File: config.mk
export PLATFORM = sky130hd
export DESIGN_NAME = regwin_bridge
export DESIGN_NICKNAME = d
export VERILOG_FILES = /design/src/rtl/regwin_pkg.sv /design/src/rtl/regwin_decode.sv /design/src/rtl/regwin_bus_seq.sv /design/src/rtl/regwin_bridge.sv
export SDC_FILE = /design/constraint.sdc
export NUM_CORES = 1
export LEC_CHECK = 0
export BUFFER_PORTS_ARGS = -buffer_cell sky130_fd_sc_hd__buf_2
export CORE_MARGIN = 1.5
export CORE_UTILIZATION = 36
export DETAILED_ROUTE_END_ITERATION = 7
export PLACE_DENSITY = 0.66
export SETUP_SLACK_MARGIN = 0.4
export SLEW_MARGIN = 20
export SYNTH_ARGS = -nofsm -noshare
export SYNTH_HDL_FRONTEND = slang
export SYNTH_SLANG_ARGS = --single-unit
File: constraint.sdc
create_clock -name clk -period 5.15 [get_ports clk]
set_input_delay 0.7725 -clock clk [delete_from_list [all_inputs] [get_ports clk]]
set_output_delay 0.7725 -clock clk [all_outputs]
set_load 0.02 [all_outputs]
File: src/rtl/regwin_pkg.sv
package regwin_pkg;
    localparam int REG_W      = 64;
    localparam int BUS_AW     = 32;
    localparam int WIN_W      = 32;
    localparam int SIZE_W     = 4;
    localparam int LANES      = REG_W / 8;
    localparam int WIN_LANES  = WIN_W / 8;
    localparam int RD_FLAG    = 48;
    localparam int SIZE_LO    = 56;
    localparam int DONE_BIT   = 11;
    localparam int VAL_SHIFT  = 26;
    localparam int MAX_BYTES  = 8;

    typedef enum logic [1:0] {
        SEL_CMD  = 2'd0,
        SEL_RST  = 2'd1,
        SEL_RES  = 2'd2,
        SEL_WDAT = 2'd3
    } win_sel_e;

    typedef struct packed {
        logic              is_load;
        logic [SIZE_W-1:0] nbytes;
        logic [BUS_AW-1:0] addr;
    } win_cmd_t;

    typedef struct packed {
        logic             done;
        logic             was_load;
        logic             ok;
        logic [WIN_W-1:0] value;
    } win_result_t;

    function automatic win_cmd_t unpack_cmd(input logic [REG_W-1:0] w);
        win_cmd_t c;
        c.is_load = w[RD_FLAG];
        c.nbytes  = w[SIZE_LO +: SIZE_W];
        c.addr    = w[BUS_AW-1:0];
        return c;
    endfunction

    function automatic logic [REG_W-1:0] done_word();
        return REG_W'(1) << DONE_BIT;
    endfunction

    function automatic logic [REG_W-1:0] load_word(input logic [WIN_W-1:0] v);
        return (REG_W'(v) << VAL_SHIFT) | done_word();
    endfunction

    // Lane 0 sits in the top byte; the window occupies the first lanes.
    function automatic logic [WIN_W-1:0] lanes_to_value(input logic [REG_W-1:0] l);
        logic [WIN_W-1:0] v;
        for (int i = 0; i < WIN_LANES; i++)
            v[WIN_W-1-8*i -: 8] = l[REG_W-1-8*i -: 8];
        return v;
    endfunction

    function automatic logic [REG_W-1:0] value_to_lanes(input logic [WIN_W-1:0] v);
        logic [REG_W-1:0] l;
        l = '0;
        for (int i = 0; i < WIN_LANES; i++)
            l[REG_W-1-8*i -: 8] = v[WIN_W-1-8*i -: 8];
        return l;
    endfunction
endpackage

File: src/rtl/regwin_decode.sv
module regwin_decode
    import regwin_pkg::*;
#(
    parameter int ADDR_W = 8
) (
    input  logic [ADDR_W-1:0] reg_addr,
    input  logic              reg_wr,
    input  logic              reg_rd,
    input  logic [REG_W-1:0]  reg_wdata,
    input  logic              busy,
    output win_sel_e          sel,
    output win_cmd_t          cmd,
    output logic              start,
    output logic              wdat_we,
    output logic              res_rd
);
    always_comb begin
        sel     = win_sel_e'(reg_addr[4:3]);
        cmd     = unpack_cmd(reg_wdata);
        start   = reg_wr && (sel == SEL_CMD) && !busy &&
                  (cmd.nbytes <= SIZE_W'(MAX_BYTES));
        wdat_we = reg_wr && (sel == SEL_WDAT);
        res_rd  = reg_rd && (sel == SEL_RES);
    end
endmodule

File: src/rtl/regwin_bus_seq.sv
module regwin_bus_seq
    import regwin_pkg::*;
(
    input  logic              clk,
    input  logic              rst,
    input  logic              start,
    input  win_cmd_t          cmd,
    input  logic [WIN_W-1:0]  store_val,
    output logic              busy,
    output logic              bus_req,
    output logic              bus_we,
    output logic [BUS_AW-1:0] bus_addr,
    output logic [SIZE_W-1:0] bus_size,
    output logic [REG_W-1:0]  bus_wdata,
    input  logic              bus_ack,
    input  logic              bus_ok,
    input  logic [REG_W-1:0]  bus_rdata,
    output win_result_t       result
);
    typedef enum logic { ST_IDLE, ST_WAIT } seq_e;

    seq_e             state_q;
    win_cmd_t         cmd_q;
    logic [WIN_W-1:0] store_q;

    always_ff @(posedge clk) begin
        if (rst) begin
            state_q <= ST_IDLE;
            cmd_q   <= '0;
            store_q <= '0;
        end else begin
            case (state_q)
                ST_IDLE: if (start) begin
                    state_q <= ST_WAIT;
                    cmd_q   <= cmd;
                    store_q <= store_val;
                end
                ST_WAIT: if (bus_ack) state_q <= ST_IDLE;
                default: state_q <= ST_IDLE;
            endcase
        end
    end

    always_comb begin
        busy      = (state_q == ST_WAIT);
        bus_req   = busy;
        bus_we    = !cmd_q.is_load;
        bus_addr  = cmd_q.addr;
        bus_size  = cmd_q.nbytes;
        bus_wdata = value_to_lanes(store_q);
        result.done     = busy && bus_ack;
        result.was_load = cmd_q.is_load;
        result.ok       = bus_ok;
        result.value    = lanes_to_value(bus_rdata);
    end

    // request and its fields hold until acknowledged
    a_r2_req_hold: assert property (@(posedge clk) disable iff (rst)
        (bus_req && !bus_ack) |=> (bus_req && $stable(bus_addr) && $stable(bus_we)));
    // an acknowledge ends the transaction
    a_r10_ack_ends: assert property (@(posedge clk) disable iff (rst)
        (bus_req && bus_ack) |=> !busy);
endmodule

File: src/rtl/regwin_bridge.sv
module regwin_bridge
    import regwin_pkg::*;
#(
    parameter int ADDR_W = 8
) (
    input  logic              clk,
    input  logic              rst,
    input  logic [ADDR_W-1:0] reg_addr,
    input  logic              reg_wr,
    input  logic              reg_rd,
    input  logic [REG_W-1:0]  reg_wdata,
    output logic [REG_W-1:0]  reg_rdata,
    output logic              busy,
    output logic              bus_req,
    output logic              bus_we,
    output logic [BUS_AW-1:0] bus_addr,
    output logic [SIZE_W-1:0] bus_size,
    output logic [REG_W-1:0]  bus_wdata,
    input  logic              bus_ack,
    input  logic              bus_ok,
    input  logic [REG_W-1:0]  bus_rdata
);
    win_sel_e         sel;
    win_cmd_t         cmd;
    logic             start, wdat_we, res_rd;
    win_result_t      result;
    logic [REG_W-1:0] res_q;
    logic [WIN_W-1:0] wdat_q;

    regwin_decode #(.ADDR_W(ADDR_W)) u_dec (
        .reg_addr (reg_addr),
        .reg_wr   (reg_wr),
        .reg_rd   (reg_rd),
        .reg_wdata(reg_wdata),
        .busy     (busy),
        .sel      (sel),
        .cmd      (cmd),
        .start    (start),
        .wdat_we  (wdat_we),
        .res_rd   (res_rd)
    );

    regwin_bus_seq u_seq (
        .clk      (clk),
        .rst      (rst),
        .start    (start),
        .cmd      (cmd),
        .store_val(wdat_q),
        .busy     (busy),
        .bus_req  (bus_req),
        .bus_we   (bus_we),
        .bus_addr (bus_addr),
        .bus_size (bus_size),
        .bus_wdata(bus_wdata),
        .bus_ack  (bus_ack),
        .bus_ok   (bus_ok),
        .bus_rdata(bus_rdata),
        .result   (result)
    );

    always_ff @(posedge clk) begin
        if (rst) begin
            res_q  <= '0;
            wdat_q <= '0;
        end else begin
            if (wdat_we) wdat_q <= reg_wdata[REG_W-1 -: WIN_W];
            if (result.done) begin
                if (!result.was_load)  res_q <= done_word();
                else if (result.ok)    res_q <= load_word(result.value);
                else                   res_q <= load_word('1);
            end else if (res_rd) begin
                res_q <= '0;
            end
        end
    end

    always_comb begin
        case (sel)
            SEL_RES:  reg_rdata = res_q;
            SEL_WDAT: reg_rdata = {wdat_q, {(REG_W-WIN_W){1'b0}}};
            default:  reg_rdata = '0;
        endcase
    end

    // reset leaves result and write-data cleared
    a_r11_reset_clears: assert property (@(posedge clk)
        rst |=> (res_q == '0 && wdat_q == '0 && !busy));
    // a read of the result with no completion pending clears it
    a_r7_clear_on_read: assert property (@(posedge clk) disable iff (rst)
        (res_rd && !(bus_req && bus_ack)) |=> (res_q == '0));
    // an oversized command issued while idle raises no request
    a_r3_no_oversize: assert property (@(posedge clk) disable iff (rst)
        (reg_wr && reg_addr[4:3] == 2'd0 && !busy &&
         reg_wdata[SIZE_LO +: SIZE_W] > SIZE_W'(MAX_BYTES)) |=> !bus_req);
    // a command written while busy does not disturb the pending address
    a_r10_drop_busy: assert property (@(posedge clk) disable iff (rst)
        (busy && !bus_ack && reg_wr && reg_addr[4:3] == 2'd0) |=> $stable(bus_addr));
endmodule

== Word-level counts from Yosys, hierarchy flattened ==
Cells that the tools add are included.

* Register bits after elaboration: 166
* Input bits: 142
* Output and inout bits: 167
* Word-level logic and storage cells: 30

* $lt $le $gt $ge: 1
* Equality and inequality tests: 2
* Mux-type cells: 8
* Bitwise gates (word level): 1
* Reductions and logical operators: 11

{| class="wikitable"
|+ Operator list
! kind !! count
|-
| $mux 64 || 2
|-
| $pmux 64 s2 || 1
|-
| $mux 58 || 2
|-
| $logic_and 1x1->1 || 6
|-
| $eq 2x2->1 const B || 2
|-
| $le 4x4->1 const B || 1
|-
| $logic_not 1->1 || 2
|-
| $logic_not 2->1 || 1
|-
| $mux 1 || 2
|-
| $pmux 1 s2 || 1
|-
| $reduce_and 2->1 || 1
|-
| $reduce_bool 2->1 || 1
|-
| $not 1->1 || 1
|}

== Logic depth before layout (Yosys ltp) ==
* Word-level depth: 6
* Mapped depth: 7

== Hierarchy ==
A second synthesis with hierarchy kept.

* Cell total of the unflattened synthesis: 780
* Area total of the unflattened synthesis: 7368.3 µm²

{| class="wikitable"
|+ By module, submodules not included
! module !! times used !! cells each !! area an instance (µm²) !! sequential area each (µm²)
|-
| regwin_bus_seq || 1 || 385 || 3654.8 || 1401.3
|-
| regwin_bridge || 1 || 350 || 3384.5 || 1301.2
|-
| regwin_decode || 1 || 45 || 329.1 || 0.0
|}

== Least setup slack after synthesis ==
OpenSTA, ideal clock, no wires.

* Kind: input to output
* From: input reg_addr[3]
* To: output reg_rdata[32]
* Arrival: 1.878 ns
* Data required time: 4.378 ns
* Setup slack: 2.500 ns
* Stages: 4
* Path buffers: 2
* Path through: buf_2 -> buf_1 -> mux2i_1 -> nor2b_1

* Longest elaborated chain between the ends: 2
* Elaborated cells between the ends (all ways): 3

{| class="wikitable"
|+ RTL lines
! item !! line !! source
|-
| start, declared || regwin_bridge.sv:8 || <nowiki>input logic [ADDR_W-1:0] reg_addr,</nowiki>
|-
| $eq 2x2->1 || regwin_bridge.sv:78 || <nowiki>case (sel)</nowiki>
|-
| $pmux 64 s2 (*) || regwin_bridge.sv:78 ||
|-
| end, declared || regwin_bridge.sv:12 || <nowiki>output logic [REG_W-1:0] reg_rdata,</nowiki>
|}

Mark *: on every way between the ends. The rest lies on a longest branch, timed or not.

== Worst setup path after layout ==
* From: input reg_addr[4]
* To: register u_seq.cmd_q, in the netlist u_seq.bus_addr[23]

* Longest elaborated chain between the ends: 5

{| class="wikitable"
|+ RTL lines
! item !! line !! source
|-
| $logic_not 2->1 || regwin_decode.sv:20 || <nowiki>start = reg_wr && (sel == SEL_CMD) && !busy &&</nowiki>
|-
| $logic_and 1x1->1 (3 in series) || regwin_decode.sv:20 ||
|-
| $reduce_and 2->1 (no line) || - ||
|-
| end signal, assigned || regwin_bus_seq.sv:35 || <nowiki>cmd_q <= cmd;</nowiki>
|-
| end, declared || regwin_bus_seq.sv:23 || <nowiki>win_cmd_t cmd_q;</nowiki>
|}

Every way passes these cells.
A chain may end at the register's enable or synchronous reset.

==> impl_metrics.yaml <==
clocking:
  clkSinkCount: 135
  clk_latency_ps: 420
  cts_setup_buffers: 0
  cts_inserted_buffers: 17
  cts_tree: "yes"
  ctsHoldBuffers: 0
  root_buffer: "clkbuf_16"
  ctsResizeCount: 0
  cts.path.max_buffers: 2
  cts-htree-levels: 4
  cts.clk_slew.worst_paths_ps: 60
drt:
  drc: 0
  via_count: 5232
  drt-initial-drc-count: 249
  wl_per_cell_um: 14.0
  wl_met3_um: 1170
  wirelength_um: 16100
  ant_nets: 0
  drtPass1Iterations: 5
  avgViaCountPerCell: 4.57
  wl_met2_um: 7140
  top_layer: "met4"
  wl_met1_um: 7570
timing:
  setup_violations: 0
  worstMarginPinSlew_ps: 945
  clock_skew_ps: 5.18
  layout_setup_ws_ps: 2390
  drv_slew: 0
  fin_crit_ps: 2760
  slew_headroom_pct: 37.0
  setup_tns_ps: 0
  clock.fmax_ghz: 0.362
  hold_viol: 0
  rsz0062_at_grt: "false"
  fin_crit_sh_pct: 53.7
layout:
  final_cells: 1145
  syn_to_final_growth_pct: 25.4
  num-fill-cells: 1675
  stdcell_area_mm2: 0.00765
  final_util_pct: 46.1
  antenna-diode-count: 0
  nets: 1054
  drive_gt1_share_pct: 27.8
worst_setup_path:
  r2r_cells: 4
  crit_arrival_ps: 3100
  crit_fanout: 37
  critPathLaunchType: "input port"
  crit_family: "buffers and inverters"
  r2r_slack_ps: 2680
  crit_start: "reg_addr[4]"
  critPathCaptureType: "flop"
  path_cells: "buf_2 > or4b_4 > a21oi_4 > buf_4 > mux2i_1"
  regToRegEndpoint: "u_seq.bus_addr[23]$_SDFFE_PP0P_"
  slowest_delay_ps: 630
  crit_cells: 5
  crit_type: "input port to flop"
  crit_buf_inv: 2
  rr_startpoint: "u_seq.bus_req$_SDFF_PP0_"
  cpMaxStageDelayCell: "or4b_4"
  endpoint: "u_seq.bus_addr[23]$_SDFFE_PP0P_"
  critPathRequiredTime_ps: 5490
yosys:
  synth_area_leaders: "dfxtp_1 44%, mux2i_1 15%, nand2_1 12%, buf_4 7.9%, a21oi_1 5.3%"
  synthesis.area_mm2: 0.00610
  syn_area_per_cell_um2: 8.35
  ys_seq_area_share_pct: 44.3
  synth_warnings: 0
  synth-seq-cells: 135
  synth_flop_cell: "dfxtp_1"
  synthArstFlopShare_pct: 0
  synth_top_area_share_pct: 44.3
  yosysMostFrequentCell: "nand2_1"
  synthTopCellsByCount: "201 x nand2_1, 135 x dfxtp_1, 93 x mux2i_1"
  synth_edf_count: 0
  syn-instance-count: 730
  yosysUniqueCellTypes: 25
  yosysTopAreaCell: "dfxtp_1"
global_routing:
  grt_first_pass_wirelength_um: 24600
  grt_pass1_vias: 4571
  track_usage_pct: 17.7
  grt_max_degree: 112
  overflow: 0
  grt_antenna_before_repair: 0
pwr:
  power_leakage_uw: 0.00335
  p_switching_uw: 615
  intPower_uw: 1900
  power_switching_share_pct: 24.4
  ir_worst_vdd_v: 0.000217
  combPwrFrac_pct: 8.4
  pwr-share-clk_pct: 49.0
  seq_power_share_pct: 42.6
  pwr_density_cell_mw_per_mm2: 329
placed_design:
  pre_cts_ws_ps: 1920
  gp_congestion: 0.786
  port_buffers: 213
  dp_hpwl_um: 11000
  placed_cells: 1112
  dpl_cell_area_mm2: 0.00702
die:
  die_y_um: 133
  row_count: 47
  die_area_mm2: 0.0177
  num_io_pins: 309
  initial_core_util_pct: 36.8
  core_area_mm2: 0.0166
  fp.dieW_um: 133
run:
  maxCapViolations: 0
run_status:
  outcome: "finished, final reports clean"
hold_path:
  hold_path.class: "flop to flop"
-- layout by cell type (no fill, tap or decap), types with 2 or more instances in the layout --
cell          n
clkbuf_1      2
and2_1        7
nand2_1     200
inv_1         2
dfxtp_1     135
conb_1       57
clkbuf_16    17
o21ai_0      33
nor2b_1      28
bufinv_16     3
nand3_1      33
buf_2       213
a21oi_1      65
and3_1        8
buf_4         8
mux2i_1      93
clkinvlp_4    5
clkinv_2      3
-- worst min-delay path by stage --
stage                                start                     end  slack, ps  cells after the start
floorplan           res_q[11]$_SDFFE_PP0P_  res_q[11]$_SDFFE_PP0P_        430                      2
global route        res_q[11]$_SDFFE_PP0P_  res_q[11]$_SDFFE_PP0P_        470                      2
detailed placement  res_q[11]$_SDFFE_PP0P_  res_q[11]$_SDFFE_PP0P_        440                      2
CTS                 res_q[11]$_SDFFE_PP0P_  res_q[11]$_SDFFE_PP0P_        450                      2
finish              res_q[11]$_SDFFE_PP0P_  res_q[11]$_SDFFE_PP0P_        450                      2
global placement    res_q[11]$_SDFFE_PP0P_  res_q[11]$_SDFFE_PP0P_        440                      2
-- state kept, by name, indices dropped and copies added, names as in the netlist --
signal and cells:
u_seq.bus_req 1, u_seq.bus_addr 32, u_seq.result 1, res_q 33
wdat_q 32, u_seq.store_q 32, u_seq.bus_size 4
-- layout make-up --
cell class	count	area, um^2	area share (%)
tap	220	275	3.60
timing repair buffer	222	1150	15.1
clock buffer	20	447	5.84
inverter	3	13.8	0.180
multi-input combinational	533	2900	38.0
sequential	135	2700	35.3
clock inverter	12	151	1.98
-- tightest hold or removal path: cells and delay by family, from the launching register on --
family          cells  cell delay (ps)
flops               1              300
simple gates        1               50
compound gates      1               50
-- metal layers --
| layer | GRT usage (%) | vias to the layer above |
|---|---|---|
| met5 | 0 | - |
| met4 | 5.43 | 0 |
| met3 | 6.13 | 13 |
| met2 | 26.2 | 198 |
| met1 | 24.2 | 2364 |
| li1 | - | 2657 |
-- cells by family (layout without fill, tap and decap cells) --
family                 count (synthesis)  after routing  synth area share, %
AND/OR/NAND/NOR                      282            282                 20.2
buffers and inverters                118            257                 11.7
multiplexers                          93             93                 15.3
AO/OA/AOI/OAI                        101            101                 8.49
flip-flops                           135            135                 44.3
other                                  1             57               0.0615
-- power by group through the flow --
stage	sequential, uW	combinational, uW	clock, uW
floorplan	1100	164	0
global placement	1100	209	0
detailed placement	1100	209	0
CTS	1070	210	1270
global route	1070	230	1320
finish	1070	212	1230
-- stage by stage --
stage | hold slack [ps] | total power (uW)
6_report | 450 | 2520
5_1_grt | 465 | 2630
4_1_cts | 450 | 2550
3_5_place_dp | 442 | 1310
3_3_place_gp | 439 | 1300
2_1_floorplan | 432 | 1270
Note: power is estimated with default switching activity, not from simulation.
